### src/rtl/rxseq_pkg.sv
package rxseq_pkg;

  localparam int WORD_W  = 32;
  localparam int B_DEN   = 0;
  localparam int B_PDN   = 4;
  localparam int B_APDN  = 5;
  localparam int B_SLP0  = 6;
  localparam int B_SLP1  = 7;
  localparam int B_CAL   = 8;
  localparam int B_CDR   = 9;
  localparam int B_RDY   = 10;
  localparam int B_OVRD  = 31;

  typedef enum logic [1:0] {
    E_NONE = 2'd0,
    E_TX   = 2'd1,
    E_CAL  = 2'd2,
    E_LOCK = 2'd3
  } err_t;

  typedef enum logic [4:0] {
    ST_IDLE, ST_TXW, ST_OVRD, ST_PDN, ST_APDN, ST_SLEEP, ST_CALGO,
    ST_CPOLL, ST_CWAIT, ST_DEN, ST_CDR_ON, ST_CDR_OFF, ST_RDY,
    ST_LOCK, ST_LWAIT, ST_DONE, ST_FAIL
  } st_t;

  // Word loaded at reset and at every accepted start.
  function automatic logic [WORD_W-1:0] word_at_reset();
    logic [WORD_W-1:0] w;
    w         = '0;
    w[B_PDN]  = 1'b1;
    w[B_APDN] = 1'b1;
    w[B_SLP0] = 1'b1;
    w[B_SLP1] = 1'b1;
    return w;
  endfunction

  // Single edit applied by each step state.
  function automatic logic [WORD_W-1:0] word_step(st_t s, logic [WORD_W-1:0] w);
    logic [WORD_W-1:0] r;
    r = w;
    case (s)
      ST_OVRD:    r[B_OVRD] = 1'b1;
      ST_PDN:     r[B_PDN]  = 1'b0;
      ST_APDN:    r[B_APDN] = 1'b0;
      ST_SLEEP:   r[B_SLP1:B_SLP0] = 2'b00;
      ST_CALGO:   r[B_CAL]  = 1'b1;
      ST_CPOLL:   r[B_CAL]  = 1'b0;
      ST_DEN:     r[B_DEN]  = 1'b1;
      ST_CDR_ON:  r[B_CDR]  = 1'b1;
      ST_CDR_OFF: r[B_CDR]  = 1'b0;
      ST_RDY:     r[B_RDY]  = 1'b1;
      default:    r = w;
    endcase
    return r;
  endfunction

endpackage

### src/rtl/rxseq_ms_timer.sv
module rxseq_ms_timer #(
  parameter int MS_CYCLES = 50000
) (
  input  logic clk,
  input  logic rst,
  input  logic clr,
  input  logic run,
  output logic tick
);
  localparam int TW = (MS_CYCLES > 2) ? $clog2(MS_CYCLES) : 1;
  localparam logic [TW-1:0] LAST = TW'(MS_CYCLES - 1);

  logic [TW-1:0] cnt;

  always_ff @(posedge clk) begin
    if (rst || clr) cnt <= '0;
    else if (run)   cnt <= cnt + 1'b1;
  end

  assign tick = run && (cnt == LAST);
endmodule

### src/rtl/rxseq_try_counter.sv
module rxseq_try_counter #(
  parameter int LIMIT = 1000
) (
  input  logic clk,
  input  logic rst,
  input  logic clr,
  input  logic bump,
  output logic at_last
);
  localparam int CNT_W = $clog2(LIMIT + 1);
  localparam logic [CNT_W-1:0] LAST = CNT_W'(LIMIT - 1);

  logic [CNT_W-1:0] cnt;

  always_ff @(posedge clk) begin
    if (rst || clr) cnt <= '0;
    else if (bump)  cnt <= cnt + 1'b1;
  end

  assign at_last = (cnt == LAST);
endmodule

### src/rtl/rx_lane_seq.sv
module rx_lane_seq
  import rxseq_pkg::*;
#(
  parameter int MS_CYCLES  = 50000,
  parameter int CAL_TRIES  = 1000,
  parameter int LOCK_TRIES = 300
) (
  input  logic        clk,
  input  logic        rst,
  input  logic        start,
  input  logic        tx_ack,
  input  logic        tx_fail,
  input  logic        phy_cal_busy,
  input  logic        pcs_lock,
  output logic [31:0] ctrl,
  output logic        tx_lane_en,
  output logic        busy,
  output logic        done,
  output logic [1:0]  err
);

  st_t               st, st_n;
  logic [WORD_W-1:0] ctrl_q, ctrl_n;
  err_t              err_q, err_n;
  logic              txen_q, txen_n;

  logic tmr_clr, tmr_run, ms_tick;
  logic cal_clr, cal_bump, cal_last;
  logic lk_clr, lk_bump, lk_last;

  // Named events for the checker.
  logic idle_like, tx_ok_ev, cal_poll_ev, cal_seen, lock_try_ev, lock_seen;

  assign idle_like   = (st == ST_IDLE) || (st == ST_DONE) || (st == ST_FAIL);
  assign tx_ok_ev    = (st == ST_TXW) && tx_ack && !tx_fail;
  assign cal_poll_ev = (st == ST_CPOLL);
  assign cal_seen    = cal_poll_ev && !phy_cal_busy;
  assign lock_try_ev = (st == ST_LOCK);
  assign lock_seen   = lock_try_ev && pcs_lock;

  rxseq_ms_timer #(.MS_CYCLES(MS_CYCLES)) u_timer (
    .clk(clk), .rst(rst), .clr(tmr_clr), .run(tmr_run), .tick(ms_tick)
  );

  rxseq_try_counter #(.LIMIT(CAL_TRIES)) u_cal_tries (
    .clk(clk), .rst(rst), .clr(cal_clr), .bump(cal_bump), .at_last(cal_last)
  );

  rxseq_try_counter #(.LIMIT(LOCK_TRIES)) u_lock_tries (
    .clk(clk), .rst(rst), .clr(lk_clr), .bump(lk_bump), .at_last(lk_last)
  );

  always_comb begin
    st_n     = st;
    ctrl_n   = ctrl_q;
    err_n    = err_q;
    txen_n   = txen_q;
    tmr_clr  = 1'b0;
    tmr_run  = 1'b0;
    cal_clr  = 1'b0;
    cal_bump = 1'b0;
    lk_clr   = 1'b0;
    lk_bump  = 1'b0;
    case (st)
      ST_IDLE, ST_DONE, ST_FAIL: begin
        if (start) begin
          st_n   = ST_TXW;
          ctrl_n = word_at_reset();
          err_n  = E_NONE;
          txen_n = 1'b1;
        end
      end
      ST_TXW: begin
        if (tx_fail) begin
          st_n   = ST_FAIL;
          err_n  = E_TX;
          txen_n = 1'b0;
        end else if (tx_ack) begin
          st_n = ST_OVRD;
        end
      end
      ST_OVRD:  begin ctrl_n = word_step(st, ctrl_q); st_n = ST_PDN;   end
      ST_PDN:   begin ctrl_n = word_step(st, ctrl_q); st_n = ST_APDN;  end
      ST_APDN:  begin ctrl_n = word_step(st, ctrl_q); st_n = ST_SLEEP; end
      ST_SLEEP: begin ctrl_n = word_step(st, ctrl_q); st_n = ST_CALGO; end
      ST_CALGO: begin
        ctrl_n  = word_step(st, ctrl_q);
        cal_clr = 1'b1;
        st_n    = ST_CPOLL;
      end
      ST_CPOLL: begin
        if (cal_seen) begin
          ctrl_n = word_step(st, ctrl_q);
          st_n   = ST_DEN;
        end else begin
          cal_bump = 1'b1;
          if (cal_last) begin
            st_n  = ST_FAIL;
            err_n = E_CAL;
          end else begin
            st_n    = ST_CWAIT;
            tmr_clr = 1'b1;
          end
        end
      end
      ST_CWAIT: begin
        tmr_run = 1'b1;
        if (ms_tick) st_n = ST_CPOLL;
      end
      ST_DEN: begin
        ctrl_n = word_step(st, ctrl_q);
        lk_clr = 1'b1;
        st_n   = ST_CDR_ON;
      end
      ST_CDR_ON:  begin ctrl_n = word_step(st, ctrl_q); st_n = ST_CDR_OFF; end
      ST_CDR_OFF: begin ctrl_n = word_step(st, ctrl_q); st_n = ST_RDY;     end
      ST_RDY:     begin ctrl_n = word_step(st, ctrl_q); st_n = ST_LOCK;    end
      ST_LOCK: begin
        if (lock_seen) begin
          st_n = ST_DONE;
        end else begin
          lk_bump = 1'b1;
          if (lk_last) begin
            st_n  = ST_FAIL;
            err_n = E_LOCK;
          end else begin
            st_n    = ST_LWAIT;
            tmr_clr = 1'b1;
          end
        end
      end
      ST_LWAIT: begin
        tmr_run = 1'b1;
        if (ms_tick) st_n = ST_CDR_ON;
      end
      default: st_n = ST_IDLE;
    endcase
  end

  always_ff @(posedge clk) begin
    if (rst) begin
      st     <= ST_IDLE;
      ctrl_q <= word_at_reset();
      err_q  <= E_NONE;
      txen_q <= 1'b0;
    end else begin
      st     <= st_n;
      ctrl_q <= ctrl_n;
      err_q  <= err_n;
      txen_q <= txen_n;
    end
  end

  assign ctrl       = ctrl_q;
  assign tx_lane_en = txen_q;
  assign busy       = !idle_like;
  assign done       = (st == ST_DONE);
  assign err        = err_q;

endmodule

### config.mk
export PLATFORM = sky130hd
export DESIGN_NAME = rx_lane_seq
export DESIGN_NICKNAME = d
export VERILOG_FILES = /design/src/rtl/rxseq_pkg.sv /design/src/rtl/rxseq_ms_timer.sv /design/src/rtl/rxseq_try_counter.sv /design/src/rtl/rx_lane_seq.sv
export SDC_FILE = /design/constraint.sdc
export NUM_CORES = 1
export LEC_CHECK = 0
export BUFFER_PORTS_ARGS = -buffer_cell sky130_fd_sc_hd__buf_4
export CAP_MARGIN = 20
export CORE_MARGIN = 2
export CORE_UTILIZATION = 30
export CTS_BUF_LIST = sky130_fd_sc_hd__clkbuf_2 sky130_fd_sc_hd__clkbuf_4 sky130_fd_sc_hd__clkbuf_8
export DETAILED_ROUTE_END_ITERATION = 7
export PLACE_DENSITY = 0.46
export SETUP_SLACK_MARGIN = 0.1
export SYNTH_ARGS = -nofsm -noshare
export SYNTH_HDL_FRONTEND = slang
export SYNTH_SLANG_ARGS = --single-unit
### constraint.sdc
create_clock -name clk -period 2.7 [get_ports clk]
set_input_delay 0.135 -clock clk [delete_from_list [all_inputs] [get_ports clk]]
set_output_delay 0.135 -clock clk [all_outputs]
set_load 0.03 [all_outputs]
==> impl_results.md <==
- Status: finished clean
- CP Launch Point: u_timer.cnt[5]$_SDFFE_PP0P_
- Final hold vios: 0
- Endpoints failing setup: 0
- Remaining Overflow, GRT: 0
- Clk pwr share: 0.199
- Sw Pwr: 0.991 mW
- Synthesized area: 2850 sq um
- Ys flop type: dfxtp_1
- Sequential area share after synthesis: 0.358
- # fillers: 973
- Area of the multi-input gates: 1650 sq um
- Post-synth top cells: dfxtp_1, nor2_1, nand2_1
- Port Buffers: 20
- Root Driver: clkbuf_8
- Area delta synth->final: 10.9%
- DRC viols: 0
- Final Instance Count excl. Fillers: 497
- Routed wire length: 6.45 mm
- Vias per inst: 4.81
- FFs w/ async S/R, synth: 0
- Worst vdd ir: 0.273 mV
- Synth top area share: 0.358
- Final ANT Viol Nets: 0
- Count of different cell masters after synthesis: 56
- Clock Pin Slew Worst Setup and Hold Paths: 0.10 ns
- Floorplan row count: 35
- WP data arrival: 2.45 ns
- TritonCTS Buffers: 5
- Drt pass-1 iters: 4
- Synth top area cells: dfxtp_1, buf_4, xor2_1, nor2_1, nand2_1
- Fmax: 444 MHz
- Cells after synthesis: 348
- Chip Height: 101 um
- WL per Instance: 13.0 um
- Dpl hpwl: 4.64 mm
- Core Area: 9240 sq um
- Cell accounting for the most synthesized area: dfxtp_1
- Hold-fix buffers, CTS: 0
- Static leakage: 1.16 nW
- Die area: 10300 sq um
- Slew @ Worst Pin: 0.663 ns
- Fin crit period: 2.25 ns
- Reg power frac: 0.390
- CP endpoint kind: flip-flop
- Placer Congestion: 0.852
- CTS sink count: 51
- CTS H-tree depth: 2
- Period utilisation layout: 0.834
- Final antenna diode count: 0
- Max-Cap Viols: 0
- Count leader, synth: dfxtp_1
- Logic pwr share: 0.412
- First-pass GRT wire length: 10.9 mm
- Total Neg Setup Slack: 0 ns
- Worst r2r src: u_timer.cnt[5]$_SDFFE_PP0P_
- Post-CTS setup buffers: 0
- Highest net fanout along the worst path: 5
- Layout cell share with drive strength beyond 1: 0.136
- Skew final: 0.00922 ns
- Sequential Area: 1020 sq um
- TritonCTS clock tree: built
- I/O Pins: 44
- Final Slew Violations: 0
- Number of nets in the layout: 377
- Int Pwr: 1.42 mW
- Critical path type: reg -> reg
- Hold Path Origin: rst
- Total track usage: 0.134
- Relative max-transition margin: 0.555
- Hold Crit Class: in -> reg
- Net Sw Frac: 0.412
- Number of synthesized register bits: 51
- Worst EP required: 2.90 ns
- Synth Area per Inst: 8.19 sq um
- EDFF count, synth: 0
- Largest net degree at the start of global routing: 26
- CP startpoint kind: flip-flop
- Power per cell area: 762 nW/um^2
- Vias in the first global route: 2204
- Initial antenna violation count: 0
- DR vias: 2392
- RSZ-0062 raised after global routing: no
- Worst skew pair latency: 0.30 ns
- Synth warn: 0
- Post-CTS Resized: 0
- Max Buffers Root-to-Sink: 2
- Placed Cells incl. Taps: 489
- Detailed Route Iter0 Violations: 99
- Die W: 101 um
- Initial Utilization: 0.308
[power by group through the flow]
stage,Clock (mW),Sequential (mW),Combinational (mW)
floorplan,0,0.995,0.697
finish,0.478,0.938,0.992
CTS,0.506,0.936,0.987
detailed placement,0,0.955,0.985
global route,0.536,0.955,1.10
global placement,0,0.954,0.989
[kinds of logic after synthesis]
kind of cell    Yosys count  synth area share
simple gates            160             0.302
compound gates           59             0.139
flops                    51             0.358
buf+inv                  44            0.0931
xor+xnor                 29            0.0892
fa+ha+maj                 3            0.0132
other cells               1           0.00132
mux                       1           0.00351
[final timing paths]
path | slack, ns | depth (start not counted) | to
setup reg to reg | 0.45 | 5 | st[1]$_SDFFE_PP0P_
hold / removal | 0.09 | 2 | st[3]$_SDFFE_PP0P_
hold reg to reg | 0.46 | 2 | ctrl[0]$_SDFFE_PP0P_
setup / recovery | 0.45 | 5 | st[1]$_SDFFE_PP0P_
[cell type report]
class                           instances  area share
Clock inverter                          1     0.00277
Inverter                                6     0.00713
Tap cell                              129      0.0511
Clock buffer                            7      0.0285
Sequential cell                        51       0.323
Timing Repair Buffer                   28      0.0665
Multi-Input combinational cell        275       0.521
[cell usage in the layout (no fill, tap or decap), drive strengths merged, types with 3 or more instances in the layout]
cell type / instances
a31o: 3
or3: 6
a21oi: 14
inv: 5
nand3: 11
and2: 4
nand4: 10
and4: 3
o22ai: 3
buf: 28
nor2: 46
dfxtp: 51
conb: 23
o221ai: 3
o21ai: 13
nor3: 8
or2: 4
xnor2: 9
nand3b: 5
nor4: 7
nor2b: 5
or4bb: 4
ha: 3
clkbuf: 7
a31oi: 6
xor2: 20
and3: 5
o211ai: 3
nand2: 32
[state kept, by name, summed over array words and instances, names as in the netlist]
name,flops
u_cal_tries.cnt,10
st,5
ctrl,8
tx_lane_en,1
u_lock_tries.cnt,9
err,2
u_timer.cnt,16
[per-layer routing]
| metal | wire, um | track usage | share of wire |
|---|---|---|---|
| met5 | 0 | 0 | 0 |
| met4 | 46 | 0.0416 | 0.0071 |
| met3 | 163 | 0.0269 | 0.025 |
| met2 | 2860 | 0.198 | 0.44 |
| met1 | 3380 | 0.195 | 0.52 |
[critical path: stages, from the launching register on]
cell and delay (ns):
dfxtp_1 0.36, or4b_2 0.67, nor4_1 0.47, o22a_1 0.24
nand3_1 0.13, o221a_2 0.27
[stage by stage]
step | power (mW) | hold WS (ns) | util | worst slack, ns | cell area (sq um)
global placement | 1.94 | 0.413 | 0.331 | 0.427 | 3060
global route | 2.59 | 0.0723 | 0.342 | 0.297 | 3160
floorplan | 1.69 | 0.320 | - | 0.692 | 2930
CTS | 2.43 | 0.0768 | 0.342 | 0.412 | 3160
detailed placement | 1.94 | 0.413 | 0.331 | 0.429 | 3060
finish | 2.41 | 0.0886 | 0.342 | 0.449 | 3160
Note: power is estimated with default switching activity, not from simulation.
